[src/rtl/spi_tx_pkg.sv]
package spi_tx_pkg;

    localparam int CHAR_W       = 8;
    localparam int GUARD_HALVES = 2;
    localparam int DATA_HALVES  = 2 * CHAR_W;
    localparam int HC_W         = $clog2(DATA_HALVES);

    typedef enum logic [2:0] {
        ST_IDLE,
        ST_LEAD,
        ST_SHIFT,
        ST_TRAIL,
        ST_GAP
    } phase_t;

    typedef struct packed {
        logic              full;
        logic [CHAR_W-1:0] data;
    } hold_t;

    typedef struct packed {
        logic              valid;
        logic [CHAR_W-1:0] data;
    } rx_word_t;

    // Number of serial half-periods spent in each phase.
    function automatic int phase_halves(phase_t p);
        case (p)
            ST_SHIFT: return DATA_HALVES;
            default:  return GUARD_HALVES;
        endcase
    endfunction

    function automatic phase_t phase_next(phase_t p);
        case (p)
            ST_LEAD:  return ST_SHIFT;
            ST_SHIFT: return ST_TRAIL;
            ST_TRAIL: return ST_GAP;
            default:  return ST_IDLE;
        endcase
    endfunction

endpackage

[src/rtl/spi_half_timer.sv]
module spi_half_timer #(
    parameter int DIV_W = 8
) (
    input  logic             clk,
    input  logic             rst,
    input  logic             run,
    input  logic [DIV_W-1:0] half_div,
    output logic             half_tick
);

    logic [DIV_W-1:0] dcnt;
    logic             at_end;

    assign at_end    = (dcnt == half_div - 1'b1);
    assign half_tick = run && at_end;

    always_ff @(posedge clk) begin
        if (rst || !run) begin
            dcnt <= '0;
        end else if (at_end) begin
            dcnt <= '0;
        end else begin
            dcnt <= dcnt + 1'b1;
        end
    end

endmodule

[src/rtl/spi_tx_hold.sv]
module spi_tx_hold
    import spi_tx_pkg::*;
(
    input  logic              clk,
    input  logic              rst,
    input  logic              en,
    input  logic              wr_stb,
    input  logic [CHAR_W-1:0] wr_data,
    input  logic              take,
    output hold_t             hold
);

    logic accept;

    assign accept = en && wr_stb && !hold.full;

    always_ff @(posedge clk) begin
        if (rst || !en) begin
            hold.full <= 1'b0;
            hold.data <= '0;
        end else if (take) begin
            hold.full <= 1'b0;
        end else if (accept) begin
            hold.full <= 1'b1;
            hold.data <= wr_data;
        end
    end

endmodule

[src/rtl/spi_rx_hold.sv]
module spi_rx_hold
    import spi_tx_pkg::*;
(
    input  logic     clk,
    input  logic     rst,
    input  logic     done,
    input  logic [CHAR_W-1:0] byte_in,
    input  logic     rd_stb,
    output rx_word_t word
);

    always_ff @(posedge clk) begin
        if (rst) begin
            word <= '0;
        end else if (done) begin
            word.valid <= 1'b1;
            word.data  <= byte_in;
        end else if (rd_stb) begin
            word.valid <= 1'b0;
        end
    end

endmodule

[src/rtl/spi_frame_fsm.sv]
module spi_frame_fsm
    import spi_tx_pkg::*;
(
    input  logic              clk,
    input  logic              rst,
    input  logic              en,
    input  logic              half_tick,
    input  logic              start,
    input  logic [CHAR_W-1:0] load_data,
    input  logic              miso,
    output logic              busy,
    output logic              frame_act,
    output logic              sck_act,
    output logic              mosi_bit,
    output logic              rx_done,
    output logic [CHAR_W-1:0] rx_byte
);

    phase_t            st;
    logic [HC_W-1:0]   hc;
    logic [CHAR_W-1:0] tx_sh;
    logic [CHAR_W-1:0] rx_sh;
    logic              last_half;

    assign busy      = (st != ST_IDLE);
    assign frame_act = (st == ST_LEAD) || (st == ST_SHIFT) || (st == ST_TRAIL);
    assign mosi_bit  = tx_sh[CHAR_W-1];
    assign rx_byte   = rx_sh;
    assign last_half = (int'(hc) == phase_halves(st) - 1);

    always_ff @(posedge clk) begin
        if (rst || !en) begin
            st      <= ST_IDLE;
            hc      <= '0;
            sck_act <= 1'b0;
            tx_sh   <= '0;
            rx_sh   <= '0;
            rx_done <= 1'b0;
        end else begin
            rx_done <= 1'b0;
            if (st == ST_IDLE) begin
                if (start) begin
                    tx_sh <= load_data;
                    hc    <= '0;
                    st    <= ST_LEAD;
                end
            end else if (half_tick) begin
                if (st == ST_SHIFT) begin
                    if (!hc[0]) begin
                        // leading edge: capture the incoming bit
                        sck_act <= 1'b1;
                        rx_sh   <= {rx_sh[CHAR_W-2:0], miso};
                        if (int'(hc) == DATA_HALVES - 2) begin
                            rx_done <= 1'b1;
                        end
                    end else begin
                        // trailing edge: present the next bit
                        sck_act <= 1'b0;
                        tx_sh   <= {tx_sh[CHAR_W-2:0], 1'b0};
                    end
                end
                if (last_half) begin
                    hc <= '0;
                    st <= phase_next(st);
                end else begin
                    hc <= hc + 1'b1;
                end
            end
        end
    end

endmodule

[src/rtl/spi_char_tx.sv]
module spi_char_tx
    import spi_tx_pkg::*;
#(
    parameter int DIV_W = 8
) (
    input  logic              clk,
    input  logic              rst,
    input  logic              tx_en,
    input  logic              cpol,
    input  logic              wait_rd,
    input  logic [DIV_W-1:0]  half_div,
    input  logic              wr_stb,
    input  logic [CHAR_W-1:0] wr_data,
    input  logic              force_sel,
    input  logic              release_sel,
    input  logic              rd_stb,
    input  logic              miso,
    output logic              tx_ready,
    output logic              tx_empty,
    output logic              rx_ready,
    output logic [CHAR_W-1:0] rd_data,
    output logic              sck,
    output logic              mosi,
    output logic              ss_n
);

    hold_t             hold;
    rx_word_t          rx_word;
    logic              start;
    logic              busy;
    logic              frame_act;
    logic              sck_act;
    logic              mosi_bit;
    logic              rx_done;
    logic [CHAR_W-1:0] rx_byte;
    logic              half_tick;
    logic              sel_forced;

    assign start = tx_en && hold.full && !busy && (!wait_rd || !rx_word.valid);

    spi_tx_hold u_hold (
        .clk     (clk),
        .rst     (rst),
        .en      (tx_en),
        .wr_stb  (wr_stb),
        .wr_data (wr_data),
        .take    (start),
        .hold    (hold)
    );

    spi_half_timer #(.DIV_W(DIV_W)) u_timer (
        .clk       (clk),
        .rst       (rst),
        .run       (busy),
        .half_div  (half_div),
        .half_tick (half_tick)
    );

    spi_frame_fsm u_fsm (
        .clk       (clk),
        .rst       (rst),
        .en        (tx_en),
        .half_tick (half_tick),
        .start     (start),
        .load_data (hold.data),
        .miso      (miso),
        .busy      (busy),
        .frame_act (frame_act),
        .sck_act   (sck_act),
        .mosi_bit  (mosi_bit),
        .rx_done   (rx_done),
        .rx_byte   (rx_byte)
    );

    spi_rx_hold u_rx (
        .clk     (clk),
        .rst     (rst),
        .done    (rx_done),
        .byte_in (rx_byte),
        .rd_stb  (rd_stb),
        .word    (rx_word)
    );

    always_ff @(posedge clk) begin
        if (rst) begin
            sel_forced <= 1'b0;
        end else if (release_sel) begin
            sel_forced <= 1'b0;
        end else if (force_sel) begin
            sel_forced <= 1'b1;
        end
    end

    assign tx_ready = tx_en && !hold.full;
    assign tx_empty = tx_en && !hold.full && !busy;
    assign rx_ready = rx_word.valid;
    assign rd_data  = rx_word.data;
    assign sck      = cpol ^ sck_act;
    assign mosi     = frame_act ? mosi_bit : 1'b1;
    assign ss_n     = !(frame_act || sel_forced);

endmodule

[config.mk]
export PLATFORM = sky130hd
export DESIGN_NAME = spi_char_tx
export DESIGN_NICKNAME = d
export VERILOG_FILES = /design/src/rtl/spi_tx_pkg.sv /design/src/rtl/spi_half_timer.sv /design/src/rtl/spi_tx_hold.sv /design/src/rtl/spi_rx_hold.sv /design/src/rtl/spi_frame_fsm.sv /design/src/rtl/spi_char_tx.sv
export SDC_FILE = /design/constraint.sdc
export NUM_CORES = 1
export LEC_CHECK = 0
export BUFFER_PORTS_ARGS = -buffer_cell sky130_fd_sc_hd__buf_4
export CORE_UTILIZATION = 61
export CTS_CLUSTER_SIZE = 20
export DETAILED_ROUTE_END_ITERATION = 10
export GPL_TIMING_DRIVEN = 0
export PLACE_DENSITY = 0.94
export SLEW_MARGIN = 15
export SYNTH_ARGS = -nofsm -noshare
export SYNTH_HDL_FRONTEND = slang
export SYNTH_HIERARCHICAL = 1
export SYNTH_SLANG_ARGS = --single-unit
export TNS_END_PERCENT = 50
[constraint.sdc]
create_clock -name clk -period 6.2 [get_ports clk]
set_input_delay 0.62 -clock clk [delete_from_list [all_inputs] [get_ports clk]]
set_output_delay 0.62 -clock clk [all_outputs]
set_load 0.02 [all_outputs]
==> qor.txt, run 1 <==
outcome: finished, final reports clean
switching share of power: 25.5%
Tightest Hold Check Type: primary input to flop
syn_nets: 305
pwr dens: 196 nW/um2
via count: 2111
sw power: 0.154 mW
cells after synthesis: 275
Final ANT Viol Nets: 0
Slew Limit Fails: 0
Die Y: 67.6 um
Sequential Power Share: 56.1%
Post-layout nets: 351
Final GP Congestion: 0.857
Clock power frac: 34.3%
Sink Count: 52
worst r2r path cells: 9
Max Fanout on Critical Path: 9
fmax: 0.321 GHz
worst path arrival time: 3320 ps
R2R Path End: u_fsm/rx_byte[7]
total power: 0.604 mW
max cap viols: 0
largest net degree at the start of global routing: 20
placed cell areas: 2980 um2
Setup Viol. Count Final: 0
fin crit share: 50.3%
Post-synth EDFFs: 0
Setup crit start kind: primary input
Num CTS Buffers: 5
#FFs+latches synth: 52
# rows: 23
Max-slew headroom: 62.4%
setup tns final: 0 ps
GRT Util Overall: 24.3%
leakage: 1.17 nW
ys async rst share: 0%
Ports: 40
Worst Max-Slew Pin Slew: 548 ps
warnings from Yosys: 6
Hold WS: 451 ps
final design utilization: 75.9%
Clk pin slew, worst setup/hold paths: 100 ps
hold buffer count at CTS: 0
worst setup path startpoint: half_div[0]
Critical Path End Type: flop
synthesized area: 2630 um2
number of gates resized after cts: 0
H-tree levels: 2
Setup CP Type: primary input to flop
share of cells above drive strength 1: 20.5%
area growth from synthesis to layout: 17.3%
initial antenna violation count: 0
die area: 4570 um2
Top FF cell, synth: dfxtp_1
Starting Density: 64.7%
GRT overflow: 0
FF-to-FF setup slack: 3280 ps
Clock Latency Late Sink: 310 ps
root cell of the clock tree: clkbuf_8
Post-Syn Area per Cell: 9.55 um2
VDD IR max: 0.185 mV
Worst setup endpoint: u_fsm/rx_byte[7]
Die Span X: 67.6 um
Final Instance Area: 3080 um2
Comb pwr share: 9.6%
skew final: 7.54 ps
CTS tree: built
CP required: 6400 ps
internal power: 0.450 mW
RSZ-0062 raised after global routing: no
sequential element share of the synthesized area: 39.7%
drt drc: 0
Final Hold Viols: 0
postcts setup bufs: 0
Vias per Instance: 5.67
Core Area: 4060 um2
final period demand of the worst path: 3120 ps
number of diodes: 0
first-pass GRT wire length: 8.35 mm
Max clock buf depth: 2
HPWL Detailed: 3.81 mm
Routed wire per std cell: 14.3 um
Yosys cell types: 45
Total Wirelength: 5.33 mm
IO buf count: 39
DRT Pass-1 Iters: 4
vias in the first global route: 1857
worst r2r src: u_timer/dcnt[3]
DR iter-0 viols: 96
area by class of cell:
type	count	area [um2]
clock inverter	3	28.8
timing repair buffer	39	293
multi-input combinational	203	1470
buffer	14	90.1
sequential	52	1040
clock buffer	5	68.8
fill	278	980
inverter	6	22.5
tap	50	62.6
state kept, by name, summed over array words and instances (netlist names):
name / cells
u_hold/hold: 9
u_rx/word: 9
u_fsm/rx_byte: 8
u_fsm/tx_sh: 8
u_timer/dcnt: 8
u_fsm/hc: 4
u_fsm/st: 3
sel_forced: 1
u_fsm/rx_done: 1
u_fsm/sck_act: 1
cells by family (layout without fill, tap and decap cells):
logic type | count (synthesis) | count (layout) | synth area share [%]
AO/OA/AOI/OAI | 35 | 35 | 9.87
XOR/XNOR | 17 | 17 | 5.96
adder cells (fa/ha/maj) | 4 | 4 | 1.91
buffers and inverters | 20 | 67 | 4.29
flip-flops | 52 | 52 | 39.7
multiplexers | 35 | 35 | 13.4
AND/OR/NAND/NOR | 112 | 112 | 24.9
cells in the mapped netlist (2+ instances only):
cell | number | share of area [%]
xor2_1 | 10 | 3.3
nand4_1 | 2 | 0.48
a21oi_1 | 6 | 1.1
nor3_1 | 6 | 1.1
nand2_1 | 7 | 1.0
xnor2_1 | 6 | 2.0
dfxtp_1 | 52 | 40
nor3b_1 | 3 | 0.86
clkbuf_1 | 3 | 0.43
inv_1 | 6 | 0.86
nor4_1 | 2 | 0.48
a31oi_1 | 4 | 0.95
nand3b_1 | 20 | 5.7
nor2b_1 | 3 | 0.72
and3_1 | 3 | 0.72
nand4b_1 | 3 | 1.0
ha_1 | 4 | 1.9
a211oi_1 | 15 | 4.3
o21ai_0 | 3 | 0.57
buf_6 | 4 | 1.7
nor2_1 | 33 | 4.7
mux2i_1 | 34 | 13
buf_2 | 5 | 0.95
nand3_1 | 12 | 2.3
nand2b_1 | 9 | 2.1
power by group through the flow:
stage / clock network, mW / logic, mW / registers, mW
floorplan: 0 / 0.0331 / 0.345
global placement: 0 / 0.0559 / 0.346
detailed placement: 0 / 0.0575 / 0.346
CTS: 0.211 / 0.0583 / 0.338
global route: 0.227 / 0.0630 / 0.339
finish: 0.207 / 0.0581 / 0.338
worst min path at each step:
| stage | startpoint | to | slack, ps | cells after the start |
|---|---|---|---|---|
| after floorplan | u_fsm/tx_sh[0] | u_fsm/tx_sh[0] | 450 | 2 |
| after global placement | u_fsm/tx_sh[0] | u_fsm/tx_sh[0] | 450 | 2 |
| after detailed placement | u_fsm/tx_sh[0] | u_fsm/tx_sh[0] | 470 | 2 |
| after CTS | release_sel | sel_forced | 440 | 2 |
| after global routing | release_sel | sel_forced | 430 | 2 |
| final | release_sel | sel_forced | 450 | 2 |
worst max-delay path, stage by stage:
cell and delay [ps]:
buf_4 110, inv_1 50, ha_1 290, xor2_1 150
nand3_1 130, a2111oi_4 560, and3_1 360, nand4bb_1 210
nor2_2 500, mux2i_1 270, nor2_1 60
placed cells by master, fill, tap and decap left out, types with 2 or more instances in the layout:
cell type / Yosys / routed
mux2i_1: 34 / 34
clkbuf_1: 3 / 3
clkbuf_8: 0 / 5
nand2b_1: 9 / 9
nand2_1: 7 / 7
ha_1: 4 / 4
buf_6: 4 / 4
nand3_1: 12 / 12
nor2b_1: 3 / 3
nand4_1: 2 / 2
buf_4: 0 / 39
inv_1: 6 / 6
nor2_1: 33 / 33
xor2_1: 10 / 10
nor4_1: 2 / 2
nor3_1: 6 / 6
dfxtp_1: 52 / 52
a21oi_1: 6 / 6
inv_6: 0 / 2
nor3b_1: 3 / 3
a211oi_1: 15 / 15
nand4b_1: 3 / 3
and3_1: 3 / 3
o21ai_0: 3 / 3
buf_2: 5 / 5
nand3b_1: 20 / 20
a31oi_1: 4 / 4
xnor2_1: 6 / 6
metal layers:
metal	wire length [um]	part of all wire [%]	track usage, %	vias to the layer above
met5	0	0	0	-
met2	2600	49	41.3	52
met3	289	5.4	5.57	4
met1	2410	45	30.5	976
met4	34	0.64	6.38	0
li1	-	-	-	1079
per-stage QoR:
stage,worst slack (ps),instances
floorplan,3320,275
global placement,2880,364
detailed placement,2770,364
CTS,3110,372
global route,2930,372
finish,3080,372
(Power assumes the default switching activity.)
==> inputs of run 2 (changes only) <==
--- a/config.mk
+++ b/config.mk
@@ -6,11 +6,11 @@
 export NUM_CORES = 1
 export LEC_CHECK = 0
 export BUFFER_PORTS_ARGS = -buffer_cell sky130_fd_sc_hd__buf_4
-export CORE_UTILIZATION = 61
+export CORE_UTILIZATION = 51
 export CTS_CLUSTER_SIZE = 20
 export DETAILED_ROUTE_END_ITERATION = 10
 export GPL_TIMING_DRIVEN = 0
-export PLACE_DENSITY = 0.94
+export PLACE_DENSITY = 0.85
 export SLEW_MARGIN = 15
 export SYNTH_ARGS = -nofsm -noshare
 export SYNTH_HDL_FRONTEND = slang
==> constraint.sdc (replaced) <==
create_clock -name clk -period 2.8 [get_ports clk]
set_input_delay 0.28 -clock clk [delete_from_list [all_inputs] [get_ports clk]]
set_output_delay 0.28 -clock clk [all_outputs]
set_load 0.02 [all_outputs]
==> qor.txt, run 2 (synthesis results as in run 1) <==
final design utilization: 64.2% (-12 points)
Setup Viol. Count Final: 0 (unchanged)
FF-to-FF setup slack: 200 ps (-3080 ps)
root cell of the clock tree: clkbuf_8
max cap viols: 0 (unchanged)
Final Hold Viols: 0 (unchanged)
worst path arrival time: 2830 ps (-490 ps)
R2R Path End: u_fsm/tx_sh[6]
CP peak stage delay: 320 ps (-240 ps)
Starting Density: 54.1% (-11 points)
final period demand of the worst path: 2600 ps
Max clock buf depth: 2 (unchanged)
CP Buf/Inv Count: 4 (+2)
worst r2r src: u_fsm/st[1]
Setup crit start kind: flop
Vias per Instance: 5.61 (-1.1%)
Slew Limit Fails: 0 (unchanged)
largest net degree at the start of global routing: 20 (unchanged)
Routed wire per std cell: 13.5 um (-5.5%)
Core Area: 4850 um2 (+19%)
via count: 2188 (+3.6%)
leakage: 1.18 nW (+0.68%)
Worst Max-Slew Pin Slew: 502 ps (-46.3 ps)
Max Fanout on Critical Path: 10 (+1)
VDD IR max: 0.317 mV (+71%)
CTS tree: built
Worst Min Path Start: release_sel
hold path depth: 2 (unchanged)
# rows: 25 (+8.7%)
area growth from synthesis to layout: 18.6%
DR iter-0 viols: 73 (-24%)
Ports: 40 (unchanged)
Setup CP Type: flop to flop
GRT overflow: 0 (unchanged)
Final GP Congestion: 0.839 (-2.1%)
Sink Count: 52 (unchanged)
most frequent cells in the layout: dfxtp_1 (52), buf_4 (40), mux2i_1 (34)
number of diodes: 0 (unchanged)
hold path endpoint: sel_forced
fin crit share: 92.8%
cells along the critical path: buf_6 > nor3_4 > clkbuf_4 > inv_1 > nand3b_1 > a21oi_2 > nand2b_1 > a21boi_2 > buf_2 > nor2_1 > a211oi_1
die area: 5440 um2 (+19%)
vias in the first global route: 2094 (+13%)
IO buf count: 39 (unchanged)
DRT Pass-1 Iters: 4 (unchanged)
Total Wirelength: 5.28 mm (-0.92%)
drt drc: 0 (unchanged)
Crit-path slowest cell: dfxtp_1
outcome: finished, final reports clean
RSZ-0062 raised after global routing: no
Critical Path End Type: flop
Die Y: 73.7 um (+9.1%)
top flop regs: u_hold/hold: 9 flops, u_rx/word: 9 flops
first-pass GRT wire length: 8.88 mm (+6.4%)
hold buffer count at CTS: 0 (unchanged)
initial antenna violation count: 0 (unchanged)
fmax: 0.385 GHz
skew final: 11.8 ps (+4.25 ps)
CP required: 3030 ps (-3370 ps)
GRT Util Overall: 21.0% (-3.3 points)
pwr dens: 430 nW/um2 (+120%)
share of cells above drive strength 1: 20.7% (+0.25 points)
worst r2r path cells: 11 (+2)
Final Instance Area: 3110 um2 (+1.2%)
Final ANT Viol Nets: 0 (unchanged)
commonest non-fill, non-tap cell in the layout: dfxtp_1
Fillers: 411 (+48%)
HPWL Detailed: 3.88 mm (+1.9%)
Num CTS Buffers: 5 (unchanged)
Die Span X: 73.7 um (+9.1%)
Clock Latency Late Sink: 310 ps (about the same)
H-tree levels: 2 (unchanged)
placed cell areas: 3000 um2 (+0.71%)
Clk pin slew, worst setup/hold paths: 100 ps (about the same)
delay-heaviest family, CP: buffers and inverters
Tightest Hold Check Type: primary input to flop
Max-slew headroom: 65.6% (+3.2 points)
Post-layout nets: 352 (+0.28%)
==> run 2: cell count changes in the layout (fill, tap and decap cells not counted) <==
cell	delta
buf_2	-1
nor2_4	+1
nor2_2	-1
clkbuf_4	+1
buf_4	+1
==> run 2: worst max path at each step <==
stage               startpoint                to  slack, ps  depth (start not counted)
5_1_grt            u_fsm/st[1]    u_fsm/tx_sh[7]         40                         11
2_1_floorplan      half_div[0]  u_fsm/rx_byte[0]        260                         10
3_5_place_dp       half_div[0]  u_fsm/rx_byte[4]       -330                         11
6_report           u_fsm/st[1]    u_fsm/tx_sh[6]        200                         11
4_1_cts        u_timer/dcnt[3]    u_fsm/tx_sh[6]          3                         10
3_3_place_gp       half_div[0]  u_fsm/rx_byte[2]       -230                         11
==> run 2: per-stage QoR <==
stage                     TNS (ps)  total power, mW  std cells  hold WS, ps  setup slack, ps
final                            0             1.34        390          121              202
after detailed placement     -3590            0.896        381          449             -328
after floorplan                  0            0.838        275          357              261
after CTS                        0             1.35        389          119             3.09
after global routing             0             1.38        390          116             42.4
after global placement       -2200            0.891        381          443             -228
==> run 2: layer usage <==
layer / share of wire, % / up-vias / track usage (%)
met5: 0 / - / 0
met4: 1.6 / 0 / 9.62
met3: 3.2 / 8 / 3.02
met2: 52 / 40 / 37.4
met1: 44 / 1051 / 24.7
li1: - / 1089 / -
==> run 2: cell type report <==
type,instances,area (um2),area share (%)
Buffer,14,92.6,2.97
Tap cell,67,83.8,2.69
Sequential cell,52,1040,33.4
Timing Repair Buffer,40,300,9.64
Multi-Input combinational cell,203,1480,47.4
Inverter,6,22.5,0.723
Clock inverter,3,28.8,0.924
Clock buffer,5,68.8,2.21
==> run 2: what timing repair did <==
item	4_1_cts	5_1_grt
resized for setup	1	1
endpoints found under the hold margin	0	0
endpoints found under the setup margin	8	21
pin swaps	0	1
buffers inserted	0	1
==> run 2: worst register-to-register path: stages (launching register included) <==
cell and delay (ps):
dfxtp_1 320, buf_6 130, nor3_4 270, clkbuf_4 290, inv_1 110, nand3b_1 200
a21oi_2 240, nand2b_1 110, a21boi_2 300, buf_2 280, nor2_1 80, a211oi_1 190
==> run 2: where the power goes <==
group          leakage (nW)  internal, mW  switching [mW]
clock                0.0511         0.189           0.271
combinational         0.705        0.0626          0.0667
sequential            0.420         0.745         0.00476
total                  1.18         0.997           0.342
